## config.mk

```make
export PLATFORM = sky130hd
export DESIGN_NAME = simd_lane_alu
export DESIGN_NICKNAME = d
export VERILOG_FILES = /design/src/rtl/simd_alu_pkg.sv /design/src/rtl/simd_lane_ctl.sv /design/src/rtl/simd_seg_add.sv /design/src/rtl/simd_out_reg.sv /design/src/rtl/simd_lane_alu.sv
export SDC_FILE = /design/constraint.sdc
export NUM_CORES = 1
export LEC_CHECK = 0
export ABC_AREA = 1
export BUFFER_PORTS_ARGS = -buffer_cell sky130_fd_sc_hd__buf_2
export CAP_MARGIN = 0
export CORE_ASPECT_RATIO = 0.7
export CORE_UTILIZATION = 51
export DETAILED_ROUTE_END_ITERATION = 16
export PLACE_DENSITY = 0.82
export SYNTH_ARGS = -nofsm -noshare
export SYNTH_HDL_FRONTEND = slang
export SYNTH_SLANG_ARGS = --single-unit
```

## constraint.sdc

```tcl
create_clock -name clk -period 6.6 [get_ports clk]
set_input_delay 0.33 -clock clk [delete_from_list [all_inputs] [get_ports clk]]
set_output_delay 0.33 -clock clk [all_outputs]
set_load 0.03 [all_outputs]
```

## src/rtl/simd_alu_pkg.sv

```systemverilog
`timescale 1ns/1ps
package simd_alu_pkg;
    typedef enum logic [1:0] {
        LM_ONE48  = 2'b00,
        LM_TWO24  = 2'b01,
        LM_FOUR12 = 2'b10,
        LM_RSVD   = 2'b11
    } lane_mode_e;

    localparam logic [3:0] ALU_SUB = 4'b0011;
endpackage

```

## src/rtl/simd_lane_ctl.sv

```systemverilog
`timescale 1ns/1ps
// Decodes the lane mode into segment masks: which segments open a lane
// and which close one.
module simd_lane_ctl
    import simd_alu_pkg::*;
#(
    parameter int SEGS = 4
) (
    input  logic [1:0]      lane_mode,
    output logic [SEGS-1:0] seg_start,
    output logic [SEGS-1:0] seg_end
);
    localparam int HALF = SEGS / 2;

    always_comb begin
        seg_start = '0;
        seg_end   = '0;
        unique case (lane_mode_e'(lane_mode))
            LM_FOUR12: begin
                seg_start = '1;
                seg_end   = '1;
            end
            LM_TWO24: begin
                for (int i = 0; i < SEGS; i++) begin
                    seg_start[i] = ((i % HALF) == 0);
                    seg_end[i]   = ((i % HALF) == HALF - 1);
                end
            end
            LM_ONE48, LM_RSVD: begin
                seg_start[0]      = 1'b1;
                seg_end[SEGS-1]   = 1'b1;
            end
        endcase
    end
endmodule

```

## src/rtl/simd_seg_add.sv

```systemverilog
`timescale 1ns/1ps
// One carry-chain segment: b + (a or ~a) + cin.
module simd_seg_add #(
    parameter int SW = 12
) (
    input  logic [SW-1:0] a,
    input  logic [SW-1:0] b,
    input  logic          invert,
    input  logic          cin,
    output logic [SW-1:0] sum,
    output logic          cout
);
    logic [SW-1:0] a_eff;
    logic [SW:0]   total;

    always_comb begin
        a_eff = invert ? ~a : a;
        total = {1'b0, b} + {1'b0, a_eff} + {{SW{1'b0}}, cin};
        sum   = total[SW-1:0];
        cout  = total[SW];
    end
endmodule

```

## src/rtl/simd_out_reg.sv

```systemverilog
`timescale 1ns/1ps
// Optional output stage with synchronous active-high reset.
module simd_out_reg #(
    parameter int W   = 52,
    parameter bit REG = 1'b1
) (
    input  logic         clk,
    input  logic         rst,
    input  logic [W-1:0] d,
    output logic [W-1:0] q
);
    generate
        if (REG) begin : g_reg
            always_ff @(posedge clk) begin
                if (rst) q <= '0;
                else     q <= d;
            end
        end else begin : g_comb
            assign q = d;
        end
    endgenerate
endmodule

```

## src/rtl/simd_lane_alu.sv

```systemverilog
`timescale 1ns/1ps
module simd_lane_alu
    import simd_alu_pkg::*;
#(
    parameter int HI_W       = 30,
    parameter int LO_W       = 18,
    parameter int SEGS       = 4,
    parameter bit REGISTERED = 1'b1
) (
    input  logic                 clk,
    input  logic                 rst,
    input  logic [HI_W-1:0]      opa_hi,
    input  logic [LO_W-1:0]      opa_lo,
    input  logic [HI_W+LO_W-1:0] opb,
    input  logic [1:0]           lane_mode,
    input  logic [3:0]           alu_code,
    output logic [HI_W+LO_W-1:0] result,
    output logic [SEGS-1:0]      carry_vec
);
    localparam int W  = HI_W + LO_W;
    localparam int SW = W / SEGS;

    logic [W-1:0]    opa;
    logic            sub;
    logic [SEGS-1:0] seg_start, seg_end, seg_cin, seg_cout, flag;
    logic [W-1:0]    sum_w;

    assign opa = {opa_hi, opa_lo};
    assign sub = (alu_code == ALU_SUB);

    simd_lane_ctl #(.SEGS(SEGS)) u_ctl (
        .lane_mode (lane_mode),
        .seg_start (seg_start),
        .seg_end   (seg_end)
    );

    generate
        for (genvar i = 0; i < SEGS; i++) begin : g_seg
            if (i == 0) begin : g_first
                assign seg_cin[i] = sub;
            end else begin : g_next
                assign seg_cin[i] = seg_start[i] ? sub : seg_cout[i-1];
            end

            simd_seg_add #(.SW(SW)) u_add (
                .a      (opa[i*SW +: SW]),
                .b      (opb[i*SW +: SW]),
                .invert (sub),
                .cin    (seg_cin[i]),
                .sum    (sum_w[i*SW +: SW]),
                .cout   (seg_cout[i])
            );

            // subtract: chain carry means "no borrow", flag reports borrow
            assign flag[i] = seg_end[i] & (seg_cout[i] ^ sub);
        end
    endgenerate

    simd_out_reg #(.W(W + SEGS), .REG(REGISTERED)) u_out (
        .clk (clk),
        .rst (rst),
        .d   ({flag, sum_w}),
        .q   ({carry_vec, result})
    );
endmodule

```

==> results of run 1 <==
## path summary, 6_finish.rpt
kind / startpoint / slack, ns / endpoint / depth (start not counted)
setup / recovery: alu_code[3] / 0.46 / u_out.q[51]$_SDFF_PP0_ / 34
hold / removal: opb[0] / 0.32 / u_out.q[0]$_SDFF_PP0_ / 3
## metal layers
layer / GRT usage, % / vias up / share of wire (%) / routed length [um]
li1: - / 2361 / - / -
met5: 0 / - / 0 / 0
met4: 7.20 / 0 / 1.0 / 123
met3: 5.47 / 13 / 7.4 / 903
met1: 35.5 / 2062 / 47 / 5660
met2: 46.2 / 204 / 45 / 5480
## worst min-delay path: cells and delay by family
family                 cells  cell delay, ns
buffers and inverters      1            0.11
and+or+nand+nor            1            0.06
AOI/OAI and AO/OA          1            0.06
## what timing repair did
action / 4_1_cts / 5_1_grt
gates resized for setup: 0 / 2
setup buffers: 0 / 3
setup endpoints to repair: 0 / 2
hold endpoints to repair: 0 / 0
## cell type report
| type | count | area share, % |
|---|---|---|
| well taps | 101 | 2.33 |
| flip-flops and latches | 52 | 19.2 |
| clock buffers | 8 | 2.70 |
| multi-input cells | 512 | 56.3 |
| inverters | 64 | 4.42 |
| repair buffers | 161 | 15.1 |
## Yosys cell counts, drive strengths merged
master	instances	area share [%]
nand2	151	14
nor2	115	10
inv	64	5.5
a21oi	56	7.2
dfxtp	52	24
ha	45	13
xnor2	42	8.4
nand3	37	4.6
o21ai	32	4.0
xor2	8	1.6
buf	7	1.1
fa	7	3.2
a21boi	6	1.1
a21o	5	0.89
o21bai	3	0.77
clkbuf	2	0.17
nor3	2	0.34
nand3b	1	0.17
nor3b	1	0.29
## power breakdown
group          switching, mW  internal (mW)  total, mW
combinational          0.344          0.184      0.528
sequential            0.0108          0.357      0.368
clock                  0.124          0.152      0.276
## cell families (layout without fill, tap and decap cells)
kind of cell	after synthesis	after routing
AO/OA/AOI/OAI	102	102
flip-flops	52	52
AND/OR/NAND/NOR	307	308
adder cells (fa/ha/maj)	52	52
buffers and inverters	73	233
XOR/XNOR	50	50
==> tab_implementation.tex, run 1 <==
\begin{tabular}{lr}
\hline
Metric & Value \\
\hline
\multicolumn{2}{l}{\textbf{Final layout}} \\
Footprint of the multi-input gates & 0.00305 sq mm \\
Fraction of layout instances using a drive strength above 1 & 26.2\% \\
Area delta synth->final & 24.1\% \\
Final Cell Area & 0.00543 sq mm \\
ANT cells & 0 \\
Core Util, Final & 67.2\% \\
Total Nets Final & 952 \\
Commonest non-fill, non-tap cell in the layout & sky130\_fd\_sc\_hd\_\_buf\_2 \\
Largest register FFs & 52 \\
Regs by FF count & u\_out.q: 52 flops \\
Largest reg by FF count & u\_out.q \\
Combined flip-flop and latch cell area & 0.00104 sq mm \\
Highest-count cells in the layout ignoring fill and taps & sky130\_fd\_sc\_hd\_\_buf\_2 (155), sky130\_fd\_sc\_hd\_\_nand2\_1 (140), sky130\_fd\_sc\_hd\_\_nor2\_1 (108), sky130\_fd\_sc\_hd\_\_inv\_1 (59), sky130\_fd\_sc\_hd\_\_dfxtp\_1 (52) \\
Filler cell count in the final layout & 713 \\
Final standard cell count with taps included and fillers excluded & 898 \\
\multicolumn{2}{l}{\textbf{Worst setup path}} \\
Signal arrival time at the worst endpoint & 6.34 ns \\
Type of destination of the critical path & flip-flop \\
Top Family by Delay on Critical Path & adder cells \\
Cell type with the highest occurrence count on the critical path & sky130\_fd\_sc\_hd\_\_nand3\_1 \\
Startpoint Class & input pin \\
Delay of the slowest critical-path stage & 0.45 ns \\
Classification of the worst setup path & input pin to flip-flop \\
Worst-path fanout max & 8 \\
Max stage delay cell, worst path & sky130\_fd\_sc\_hd\_\_fa\_1 \\
CP required & 6.80 ns \\
Combined buffer and inverter count along the critical path & 4 \\
\multicolumn{2}{l}{\textbf{Place}} \\
Placement-stage worst setup slack & -0.000342 ns \\
Placed instance count & 886 \\
IO Port Bufs & 155 \\
Final GP Congestion & 0.923 \\
Total cell area at the placement stage & 0.00524 sq mm \\
Half-perimeter wire length after placement & 9780 um \\
\multicolumn{2}{l}{\textbf{STA}} \\
Worst slack on hold paths & 0.316 ns \\
Unrepaired setup endpoints after global routing & false \\
Number of slew-limit violations in the final report & 0 \\
Count of endpoints failing setup in the final report & 0 \\
Post-route fraction of the period consumed by the critical path & 93.1\% \\
Achievable clock frequency & 163 MHz \\
Shortest period the worst path allows & 6.14 ns \\
Remaining max-slew budget at the tightest pin & 53.1\% \\
Setup\_tns & 0 ns \\
Final worst slack & 0.458 ns \\
Slew @ Worst Pin & 0.702 ns \\
Final-report hold violation count & 0 \\
\multicolumn{2}{l}{\textbf{Detailed routing}} \\
1st-iter DRT viols & 281 \\
Vias per Instance & 5.17 \\
Number of design rule violations left after detail routing & 0 \\
Average wire length per cell after detail routing & 13.6 um \\
Total via count in the routed design & 4640 \\
Detailed-routing iteration count for the pre-antenna-repair pass & 4 \\
Total routed wirelength & 12200 um \\
Count of antenna-violating nets left after detailed routing & 0 \\
\multicolumn{2}{l}{\textbf{Floorplanning}} \\
Width of the chip & 113 um \\
Cell Rows & 27 \\
Number of top-level design ports & 156 \\
Initial core utilization & 54.2\% \\
Floorplan core area & 0.00807 sq mm \\
Die height & 79.5 um \\
Overall die area & 0.00896 sq mm \\
\multicolumn{2}{l}{\textbf{Clocking}} \\
Number of buffers inserted by hold repair at cts & 0 \\
TritonCTS sink count & 52 \\
Number of buffers created by CTS & 5 \\
Clock slew at reported path FFs & 0.07 ns \\
CTS H-tree depth & 2 \\
TritonCTS clock tree & built \\
Max clock buf depth & 2 \\
Buffer type at the clock tree root & sky130\_fd\_sc\_hd\_\_clkbuf\_16 \\
\multicolumn{2}{l}{\textbf{Global route}} \\
Total global-route track usage & 27.3\% \\
Maximum number of pins on one net before global-route repair & 38 \\
Overflow left after global routing & 0 \\
Global-route wire length before repair & 19300 um \\
Number of antenna violations at the first check in global routing & 0 \\
Via count of the first global-routing pass & 4281 \\
\multicolumn{2}{l}{\textbf{Synthesis}} \\
Warnings from Yosys & 0 \\
Post-Syn Area per Cell & 6.88 sq um \\
Syn Nets & 792 \\
Area of the mapped netlist & 0.00437 sq mm \\
Area share of and/or/nand/nor cells after synthesis & 29.4\% \\
Distinct cells, synth & 35 \\
Fraction of the mapped netlist area in compound gates & 14.0\% \\
Register bit count reported by yosys & 52 \\
Part of the Yosys area used for sequential elements & 23.8\% \\
Dominant combinational cell family by area after synthesis & simple AND/OR/NAND/NOR gates \\
Number of standard cells after synthesis & 636 \\
Multiplexer fraction of the synthesized cell area & 0\% \\
Adder-cell share of the synthesized area & 16.1\% \\
Xor and xnor area share after synthesis & 10.0\% \\
\multicolumn{2}{l}{\textbf{Worst hold path}} \\
Worst Hold Class & input pin to flip-flop \\
\multicolumn{2}{l}{\textbf{Power}} \\
Final total power & 1.17 mW \\
Power Dens Cells & 216 mW/mm\^{}2 \\
Worst IR Drop VDD & 110 uV \\
Static leakage & 2.93 nW \\
\multicolumn{2}{l}{\textbf{Job}} \\
\# Max-Cap Violations & 0 \\
\multicolumn{2}{l}{\textbf{Outcome}} \\
Outcome & finished clean \\
\hline
\end{tabular}
(Power assumes the default switching activity.)
==> inputs of run 2 (changes only) <==
==> constraint.sdc (replaced) <==
create_clock -name clk -period 6 [get_ports clk]
set_input_delay 0.3 -clock clk [delete_from_list [all_inputs] [get_ports clk]]
set_output_delay 0.3 -clock clk [all_outputs]
set_load 0.03 [all_outputs]
==> tab_implementation.tex, run 2 (synthesis results as in run 1) <==
\begin{tabular}{lr}
\hline
Metric & Value \\
\hline
\multicolumn{2}{l}{\textbf{Outcome}} \\
Outcome & finished clean \\
\multicolumn{2}{l}{\textbf{Global route}} \\
Overflow left after global routing & 0 \\
Total global-route track usage & 27.0\% \\
Number of antenna violations at the first check in global routing & 0 \\
Maximum number of pins on one net before global-route repair & 38 \\
Via count of the first global-routing pass & 4359 \\
Global-route wire length before repair & 19300 um \\
\multicolumn{2}{l}{\textbf{STA}} \\
Final worst slack & 0.397 ns \\
Count of endpoints failing setup in the final report & 0 \\
Number of slew-limit violations in the final report & 0 \\
Remaining max-slew budget at the tightest pin & 53.9\% \\
Slew @ Worst Pin & 0.690 ns \\
Post-route fraction of the period consumed by the critical path & 93.4\% \\
Achievable clock frequency & 178 MHz \\
Final-report hold violation count & 0 \\
Shortest period the worst path allows & 5.60 ns \\
\multicolumn{2}{l}{\textbf{Detailed routing}} \\
Total routed wirelength & 12100 um \\
Count of antenna-violating nets left after detailed routing & 0 \\
Vias per Instance & 5.17 \\
Number of design rule violations left after detail routing & 0 \\
Total via count in the routed design & 4734 \\
Detailed-routing iteration count for the pre-antenna-repair pass & 5 \\
Average wire length per cell after detail routing & 13.3 um \\
1st-iter DRT viols & 205 \\
\multicolumn{2}{l}{\textbf{Final layout}} \\
Final standard cell count with taps included and fillers excluded & 916 \\
ANT cells & 0 \\
Commonest non-fill, non-tap cell in the layout & sky130\_fd\_sc\_hd\_\_buf\_2 \\
Total Nets Final & 970 \\
Filler cell count in the final layout & 715 \\
Footprint of the multi-input gates & 0.00308 sq mm \\
Area delta synth->final & 27.7\% \\
Highest-count cells in the layout ignoring fill and taps & sky130\_fd\_sc\_hd\_\_buf\_2 (155), sky130\_fd\_sc\_hd\_\_nand2\_1 (138), sky130\_fd\_sc\_hd\_\_nor2\_1 (108), sky130\_fd\_sc\_hd\_\_inv\_1 (59), sky130\_fd\_sc\_hd\_\_dfxtp\_1 (52) \\
Largest register FFs & 52 \\
Fraction of layout instances using a drive strength above 1 & 28.8\% \\
Largest reg by FF count & u\_out.q \\
Regs by FF count & u\_out.q: 52 flops \\
Combined flip-flop and latch cell area & 0.00104 sq mm \\
Core Util, Final & 69.2\% \\
Final Cell Area & 0.00559 sq mm \\
\multicolumn{2}{l}{\textbf{Clocking}} \\
Max clock buf depth & 2 \\
Clock slew at reported path FFs & 0.07 ns \\
TritonCTS clock tree & built \\
TritonCTS sink count & 52 \\
Number of buffers inserted by hold repair at cts & 0 \\
CTS H-tree depth & 2 \\
Buffer type at the clock tree root & sky130\_fd\_sc\_hd\_\_clkbuf\_16 \\
Number of buffers created by CTS & 5 \\
\multicolumn{2}{l}{\textbf{Worst setup path}} \\
Classification of the worst setup path & input pin to flip-flop \\
Type of destination of the critical path & flip-flop \\
CP required & 6.19 ns \\
Max stage delay cell, worst path & sky130\_fd\_sc\_hd\_\_fa\_2 \\
Startpoint Class & input pin \\
Worst-path fanout max & 7 \\
Cell type with the highest occurrence count on the critical path & sky130\_fd\_sc\_hd\_\_nand3\_1 \\
Signal arrival time at the worst endpoint & 5.80 ns \\
Delay of the slowest critical-path stage & 0.39 ns \\
\multicolumn{2}{l}{\textbf{Job}} \\
\# Max-Cap Violations & 0 \\
\multicolumn{2}{l}{\textbf{Power}} \\
Worst IR Drop VDD & 120 uV \\
Power Dens Cells & 234 mW/mm\^{}2 \\
Static leakage & 3.02 nW \\
\multicolumn{2}{l}{\textbf{Floorplanning}} \\
Floorplan core area & 0.00807 sq mm \\
Die height & 79.5 um \\
Number of top-level design ports & 156 \\
Width of the chip & 113 um \\
Cell Rows & 27 \\
Overall die area & 0.00896 sq mm \\
Initial core utilization & 54.2\% \\
\multicolumn{2}{l}{\textbf{Worst hold path}} \\
Cell depth of the worst min-delay path & 3 \\
Worst Hold Class & input pin to flip-flop \\
\multicolumn{2}{l}{\textbf{Place}} \\
Half-perimeter wire length after placement & 9850 um \\
IO Port Bufs & 155 \\
Total cell area at the placement stage & 0.00537 sq mm \\
Final GP Congestion & 0.950 \\
Placed instance count & 903 \\
Placement-stage worst setup slack & -0.223 ns \\
\hline
\end{tabular}
[run 2: cell types whose count changed in the layout (fill, tap and decap cells not counted)]
cell	delta
sky130_fd_sc_hd__o21bai_2	+1
sky130_fd_sc_hd__o21bai_1	-1
sky130_fd_sc_hd__buf_4	+18
sky130_fd_sc_hd__fa_2	+5
sky130_fd_sc_hd__nand2_1	-2
sky130_fd_sc_hd__fa_1	-5
sky130_fd_sc_hd__nand2_2	+2
[run 2: stage by stage]
step	setup TNS (ns)	hold WS, ns	total power [mW]
2_1_floorplan	0	0.369	0.821
6_report	0	0.286	1.31
5_1_grt	-0.00421	0.291	1.39
3_5_place_dp	-0.677	0.587	1.00
3_3_place_gp	0	0.575	0.986
4_1_cts	0	0.280	1.30
[run 2: timing repair]
item | CTS | global route
resized for setup | 0 | 10
endpoints found under the setup margin | 0 | 8
setup buffers | 0 | 4
endpoints found under the hold margin | 0 | 0
[run 2: layer usage]
layer	wire [um]	global-route usage, %
met1	5690	36.3
met2	5290	43.2
met3	938	5.24
met4	227	9.33
met5	0	0
[run 2: where the power goes]
group / switching (mW) / internal, mW
Clock: 0.131 / 0.167
Sequential: 0.0119 / 0.393
Combinational: 0.384 / 0.221
Total: 0.527 / 0.781
[run 2: cell type report]
cell class                 instances  share of cell area (%)
multi-input combinational        512                    55.1
sequential                        52                    18.6
timing repair buffer             179                    17.1
inverter                          64                    4.30
clock buffer                       8                    2.62
tap                              101                    2.26
[run 2: worst paths after layout]
check	to	from	slack (ns)
hold / removal	u_out.q[0]$_SDFF_PP0_	opb[0]	0.29
setup / recovery	u_out.q[51]$_SDFF_PP0_	alu_code[2]	0.40
[run 2: critical path: cells and delay by family]
family | cells | cell delay, ns
adder cells (fa/ha/maj) | 7 | 2.55
AND/OR/NAND/NOR | 19 | 1.83
buffers and inverters | 4 | 0.48
AO/OA/AOI/OAI | 4 | 0.47
XOR/XNOR | 1 | 0.12
